File: config.mk
export PLATFORM = sky130hd
export DESIGN_NAME = vcvt_lane_ctrl
export DESIGN_NICKNAME = d
export VERILOG_FILES = /design/src/rtl/fpcvt_pkg.sv /design/src/rtl/fp16_u32_lane.sv /design/src/rtl/cvt_rm_select.sv /design/src/rtl/cvt_lane_merge.sv /design/src/rtl/vcvt_lane_ctrl.sv
export SDC_FILE = /design/constraint.sdc
export NUM_CORES = 2
export LEC_CHECK = 0
export ABC_AREA = 1
export CAP_MARGIN = 25
export CORE_AREA = 5 5 514 516
export DETAILED_ROUTE_END_ITERATION = 7
export DIE_AREA = 0 0 519 521
export GPL_TIMING_DRIVEN = 0
export HOLD_SLACK_MARGIN = 0.12
export PLACE_DENSITY = 0.52
export RECOVER_POWER = 50
export SYNTH_ARGS = -nofsm -noshare
export SYNTH_HDL_FRONTEND = slang
export SYNTH_SLANG_ARGS = --single-unit
File: constraint.sdc
create_clock -name clk_i -period 0.88 [get_ports clk_i]
set_input_delay 0.22 -clock clk_i [delete_from_list [all_inputs] [get_ports clk_i]]
set_output_delay 0.22 -clock clk_i [all_outputs]
set_load 0.01 [all_outputs]
File: src/rtl/fpcvt_pkg.sv
package fpcvt_pkg;
  typedef enum logic [1:0] {
    RM_NEAR = 2'd0,
    RM_DOWN = 2'd1,
    RM_UP   = 2'd2,
    RM_ZERO = 2'd3
  } rmode_e;

  localparam int unsigned HALF_W = 16;
  localparam int unsigned WORD_W = 32;
endpackage

File: src/rtl/fp16_u32_lane.sv
module fp16_u32_lane
  import fpcvt_pkg::*;
(
  input  logic [HALF_W-1:0] h_i,
  input  rmode_e            rm_i,
  output logic [WORD_W-1:0] val_o,
  output logic              inv_o,
  output logic              inx_o
);
  localparam int unsigned MAN_W  = 10;
  localparam int unsigned EXP_W  = 5;
  localparam int unsigned SIG_W  = MAN_W + 1;
  localparam int unsigned INT_AT = 15 + MAN_W;   // biased exponent of integer lsb
  localparam int unsigned FR_W   = INT_AT - 1;   // widest discarded fraction
  localparam int unsigned WIDE_W = SIG_W + FR_W;

  logic             sgn;
  logic [EXP_W-1:0] ex;
  logic [SIG_W-1:0] sig;
  logic [5:0]       e_eff;
  logic [5:0]       sh;
  logic [WIDE_W-1:0] wide;
  logic [SIG_W-1:0] q;
  logic [FR_W-1:0]  fr;
  logic             nz, gt, eq, inc;
  logic [SIG_W:0]   qr;
  logic [WORD_W-1:0] big;

  assign sgn   = h_i[HALF_W-1];
  assign ex    = h_i[HALF_W-2 -: EXP_W];
  assign sig   = {(ex != '0), h_i[MAN_W-1:0]};
  assign e_eff = (ex == '0) ? 6'd1 : {1'b0, ex};
  assign sh    = 6'(INT_AT) - e_eff;
  assign wide  = {sig, {FR_W{1'b0}}} >> sh;
  assign q     = wide[WIDE_W-1 -: SIG_W];
  assign fr    = wide[FR_W-1:0];
  assign nz    = (fr != '0);
  assign gt    = (fr > {1'b1, {(FR_W-1){1'b0}}});
  assign eq    = (fr == {1'b1, {(FR_W-1){1'b0}}});
  assign big   = {{(WORD_W-SIG_W){1'b0}}, sig} << (e_eff - 6'(INT_AT));

  always_comb begin
    unique case (rm_i)
      RM_NEAR: inc = gt | (eq & q[0]);
      RM_DOWN: inc = sgn & nz;
      RM_UP:   inc = ~sgn & nz;
      default: inc = 1'b0;
    endcase
  end

  assign qr = {1'b0, q} + {{SIG_W{1'b0}}, inc};

  always_comb begin
    val_o = '0;
    inv_o = 1'b0;
    inx_o = 1'b0;
    if (ex == '1) begin
      val_o = '1;
      inv_o = 1'b1;
    end else if (e_eff >= 6'(INT_AT)) begin
      // exact integer, never zero here
      if (sgn) begin
        val_o = '1;
        inv_o = 1'b1;
      end else begin
        val_o = big;
      end
    end else if (sgn && qr != '0) begin
      val_o = '1;
      inv_o = 1'b1;
    end else begin
      val_o = {{(WORD_W-SIG_W-1){1'b0}}, qr};
      inx_o = nz;
    end
  end
endmodule

File: src/rtl/cvt_rm_select.sv
module cvt_rm_select
  import fpcvt_pkg::*;
(
  input  logic   src_mem_i,
  input  logic   bcst_i,
  input  logic   full_len_i,
  input  rmode_e emb_rc_i,
  input  rmode_e glob_rc_i,
  output rmode_e rm_o
);
  logic use_emb;
  assign use_emb = ~src_mem_i & full_len_i & bcst_i;
  assign rm_o    = use_emb ? emb_rc_i : glob_rc_i;
endmodule

File: src/rtl/cvt_lane_merge.sv
module cvt_lane_merge #(
  parameter int unsigned W = 32
) (
  input  logic         active_i,
  input  logic         write_i,
  input  logic         zero_i,
  input  logic [W-1:0] conv_i,
  input  logic [W-1:0] old_i,
  input  logic         inv_i,
  input  logic         inx_i,
  output logic [W-1:0] word_o,
  output logic         inv_o,
  output logic         inx_o
);
  logic take;
  assign take = active_i & write_i;

  always_comb begin
    if (!active_i)    word_o = '0;
    else if (write_i) word_o = conv_i;
    else if (zero_i)  word_o = '0;
    else              word_o = old_i;
  end

  assign inv_o = take & inv_i;
  assign inx_o = take & inx_i;
endmodule

File: src/rtl/vcvt_lane_ctrl.sv
module vcvt_lane_ctrl
  import fpcvt_pkg::*;
#(
  parameter int unsigned MAX_LANES = 16
) (
  input  logic                        clk_i,
  input  logic                        rst_ni,
  input  logic                        in_valid_i,
  input  logic [1:0]                  vlen_i,
  input  logic [MAX_LANES*HALF_W-1:0] src_i,
  input  logic                        src_mem_i,
  input  logic                        bcst_i,
  input  logic [1:0]                  emb_rc_i,
  input  logic [1:0]                  glob_rc_i,
  input  logic [MAX_LANES-1:0]        mask_i,
  input  logic                        mask_en_i,
  input  logic                        zero_i,
  input  logic [MAX_LANES*WORD_W-1:0] dest_old_i,
  output logic                        out_valid_o,
  output logic [MAX_LANES*WORD_W-1:0] dest_o,
  output logic                        inval_o,
  output logic                        inexact_o
);
  localparam int unsigned DST_W     = MAX_LANES * WORD_W;
  localparam int unsigned MIN_LANES = MAX_LANES / 4;
  localparam int unsigned CNT_W     = $clog2(MAX_LANES + 1);

  logic [CNT_W-1:0]     n_act;
  logic                 full_len;
  logic                 bcast;
  rmode_e               rm;
  logic [DST_W-1:0]     dest_d;
  logic [MAX_LANES-1:0] lane_inv, lane_inx;

  always_comb begin
    unique case (vlen_i)
      2'd0:    n_act = CNT_W'(MIN_LANES);
      2'd1:    n_act = CNT_W'(2 * MIN_LANES);
      default: n_act = CNT_W'(MAX_LANES);
    endcase
  end

  assign full_len = vlen_i[1];
  assign bcast    = src_mem_i & bcst_i;

  cvt_rm_select u_rm (
    .src_mem_i  (src_mem_i),
    .bcst_i     (bcst_i),
    .full_len_i (full_len),
    .emb_rc_i   (rmode_e'(emb_rc_i)),
    .glob_rc_i  (rmode_e'(glob_rc_i)),
    .rm_o       (rm)
  );

  for (genvar j = 0; j < MAX_LANES; j++) begin : g_lane
    logic [HALF_W-1:0] elem;
    logic [WORD_W-1:0] conv;
    logic              c_inv, c_inx;
    logic              act;

    assign elem = bcast ? src_i[HALF_W-1:0] : src_i[j*HALF_W +: HALF_W];
    assign act  = (CNT_W'(j) < n_act);

    fp16_u32_lane u_cvt (
      .h_i   (elem),
      .rm_i  (rm),
      .val_o (conv),
      .inv_o (c_inv),
      .inx_o (c_inx)
    );

    cvt_lane_merge #(.W(WORD_W)) u_mrg (
      .active_i (act),
      .write_i  (~mask_en_i | mask_i[j]),
      .zero_i   (zero_i),
      .conv_i   (conv),
      .old_i    (dest_old_i[j*WORD_W +: WORD_W]),
      .inv_i    (c_inv),
      .inx_i    (c_inx),
      .word_o   (dest_d[j*WORD_W +: WORD_W]),
      .inv_o    (lane_inv[j]),
      .inx_o    (lane_inx[j])
    );
  end

  always_ff @(posedge clk_i or negedge rst_ni) begin
    if (!rst_ni) begin
      out_valid_o <= 1'b0;
      dest_o      <= '0;
      inval_o     <= 1'b0;
      inexact_o   <= 1'b0;
    end else begin
      out_valid_o <= in_valid_i;
      if (in_valid_i) begin
        dest_o    <= dest_d;
        inval_o   <= |lane_inv;
        inexact_o <= |lane_inx;
      end
    end
  end
endmodule

==> results.sh <==
export IMPL_status="finished with violations"
export IMPL_violations="negative hold slack, negative setup slack"
export IMPL_drt_vias_per_instance=5.177
export IMPL_ys_top_cells_by_area="nand2_1, dfrtp_1, o21ai_0, nand3_1, nor2_1"
export IMPL_ios=1312
export IMPL_final_cells=15870
export IMPL_grt_pass1_vias=77240
export IMPL_endpoint_kind="register"
export IMPL_gr_usage_met1=0.3887
export IMPL_synth_async_sr_flop_share=1.000
export IMPL_worstPathRequired_ns=1.48
export IMPL_clock_skew_ns=0
export IMPL_clockBufferDepth=3
export IMPL_drtPass1Iterations=6
export IMPL_met2_usage=0.4851
export IMPL_hold_slack_ns=-0.1955
export IMPL_syn_cell_area_um2=58410
export IMPL_min_period_over_period=5.551
export IMPL_rsz0062_at_grt="yes"
export IMPL_finish_net_count=13210
export IMPL_synthCells=10360
export IMPL_wl_um=441600
export IMPL_num_rows=187
export IMPL_seq_power_share=0.203
export IMPL_min_period_ns=4.885
export IMPL_die_y_um=521
export IMPL_dieWidth_um=519
export IMPL_root_buffer="clkbuf_16"
export IMPL_internal_power_w=0.08074
export IMPL_htree_levels=3
export IMPL_grt_pass1_wl_um=598400
export IMPL_dp_cells=15130
export IMPL_drt_iter0_drc=7740
export IMPL_drv_slew=0
export IMPL_synth_edf_count=0
export IMPL_num_fill_cells=28770
export IMPL_p_leak_nw=41.17
export IMPL_relSlewSlack=0.09391
export IMPL_yosysTopAreaCell="nand2_1"
export IMPL_synthFlopType="dfrtp_1"
export IMPL_drive_gt1_frac=0.1641
export IMPL_port_buffers=1311
export IMPL_vdd_drop_max_v=0.001440
export IMPL_vias=82170
export IMPL_cts_sinks=515
export IMPL_switchingPower_w=0.07286
export IMPL_slowest_stage="ha_2"
export IMPL_areaGrowthSynthToFinish_pct=57.70
export IMPL_cp_start_kind="input port"
export IMPL_grt_busiest_layer="met2"
export IMPL_avgRoutedWirePerCell_um=27.83
export IMPL_synth_cell_types=64
export IMPL_final_hold_viol_count=48
export IMPL_fmax_mhz=204.7
export IMPL_core_area_um2=258800
export IMPL_drt_drc_violations_left=0
export IMPL_combPwrFrac=0.591
export IMPL_worstPathArrival_ns=5.48
export IMPL_dp_slack_ns=-8.212
export IMPL_layout_setup_ws_ns=-4.005
export IMPL_setup_viol=1486
export IMPL_cts_tree="built"
export IMPL_power_density_nw_per_um2=1668
export IMPL_cts_made_buffers=72
export IMPL_antenna_found_initial=173
export IMPL_syn_nets=11250
export IMPL_hp_class="in -> async"
export IMPL_cts_reportedPaths_clkPinSlew_ns=0.06
export IMPL_met3_usage=0.08173
export IMPL_power_frac_clock=0.206
export IMPL_swShare=0.4743
export IMPL_grt_overflow=0
export IMPL_ant_nets=0
export IMPL_criticalPathCategory="in -> reg"
export IMPL_maxCapViolCount=0
export IMPL_initial_core_util=0.2257
export IMPL_critPathMaxStageDelay_ns=0.25
export IMPL_cts_hold_buf=109
export IMPL_fin_util=0.3559
export IMPL_synth_warnings=0
export IMPL_netlist_area_leader_share=0.2359
export IMPL_hpwl_um=362800
export IMPL_synth_seq_area_share=0.2206
export IMPL_tns_ns=-2661.61
export IMPL_crit_fanout=7
export IMPL_gp_congestion=0.9824
export IMPL_synth_seq_cells=515
export IMPL_worst_pin_slew_ns=1.359
export IMPL_grt_max_degree=105
export IMPL_worst_skew_pair_late_latency_ns=0.72
export IMPL_avgSynthCellArea_um2=5.636
export IMPL_grt_usage=0.3080
export IMPL_dieArea_um2=270400
==> cells by family after synthesis <==
logic type	share of synthesized area
compound gates	0.2314
xor+xnor	0.008740
fa+ha+maj	0.01799
buf+inv	0.1003
flops	0.2206
mux	0.003085
simple gates	0.4179
==> registers in the layout, indices dropped and copies added (netlist names) <==
name / flops
out_valid_o: 1
dest_o: 512
inval_o: 1
inexact_o: 1
==> what timing repair did <==
| item | CTS | global route |
|---|---|---|
| endpoints found under the setup margin | 1194 | 1301 |
| resized for setup | 809 | 705 |
| cloned | 10 | 12 |
| pin swaps | 196 | 297 |
| setup buffers | 213 | 175 |
| endpoints found under the hold margin | 360 | 243 |
==> cell usage in the layout, fill, tap and decap left out, drive strengths merged, types with 18 or more instances in the layout <==
cell type      instances
a21oi                659
a22o                 127
a31oi                 50
a32o                  18
buf                  603
clkbuf               479
clkdlybuf4s50       1297
clkinv                37
dfrtp                515
diode                 88
dlygate4sd3          109
ha                    84
inv                  911
mux2i                 18
nand2               3701
nand3                957
nand3b                29
nand4                127
nor2                 953
nor3                  95
o211ai                73
o21ai               1079
o22ai                 47
o31ai                177
xor2                  44
==> routing by layer <==
metal	vias up	routed length [um]
met5	-	396
met2	3706	194600
met3	717	38930
met4	58	25210
li1	38600	-
met1	39090	182500
==> cell type report <==
cell class / count / area [um^2] / area share
Sequential cell: 515 / 12890 / 0.1399
Tap cell: 3402 / 4257 / 0.04621
Inverter: 936 / 3691 / 0.04007
Timing Repair Buffer: 1888 / 19290 / 0.2095
Clock buffer: 98 / 2051 / 0.02226
Timing Repair inverter: 2 / 17.52 / 0.0001902
Antenna cell: 88 / 220.2 / 0.002391
Clock inverter: 29 / 384.1 / 0.004170
Multi-Input combinational cell: 8394 / 45450 / 0.4935
Buffer: 518 / 3855 / 0.04185
==> power groups by stage <==
stage	sequential (W)	clock [W]	combinational, W
2_1_floorplan	0.0329	0	0.0405
3_3_place_gp	0.0316	0	0.0781
3_5_place_dp	0.0315	0	0.0787
4_1_cts	0.0312	0.0323	0.0846
5_1_grt	0.0316	0.0331	0.0971
6_report	0.0312	0.0316	0.0907
==> per-stage QoR <==
step	total power [W]	area, um^2
6_report	0.1536	92110
5_1_grt	0.1618	92020
4_1_cts	0.1481	87750
3_5_place_dp	0.1102	79340
3_3_place_gp	0.1098	78120
2_1_floorplan	0.07343	60740
==> critical path, delay by kind of cell <==
kind                     cells  cell delay [ns]
buffers and inverters       10             1.22
AO/OA/AOI/OAI                7             1.18
AND/OR/NAND/NOR             25             2.43
adder cells (fa/ha/maj)      2             0.39
==> final timing paths <==
path,start,to,slack (ns),depth (start not counted)
max,bcst_i,dest_o[357],-4.01,44
min,rst_ni,dest_o[242],-0.20,1
max reg2reg,dest_o[254],dest_o[254],0.03,2
min reg2reg,dest_o[370],dest_o[370],0.48,2
max in group asynchronous,rst_ni,dest_o[446],-1.31,4
min in group clk_i,dest_old_i[164],dest_o[164],0.18,5
==> cell usage after synthesis (28+ instances only) <==
cell	count
nand2_1	3670
o21ai_0	950
nand3_1	938
nor2_1	900
inv_1	868
a21oi_1	659
dfrtp_1	515
clkbuf_1	384
o31ai_1	177
a22o_1	127
nand4_1	127
o21ai_1	102
nor3_1	94
ha_1	84
o211ai_1	72
a31oi_1	50
o22ai_1	47
inv_2	42
buf_4	41
nor2_2	39
xor2_1	39
buf_2	38
nand2_2	29
nand3b_1	29
buf_1	28
Power figures use the tool's default switching activity.
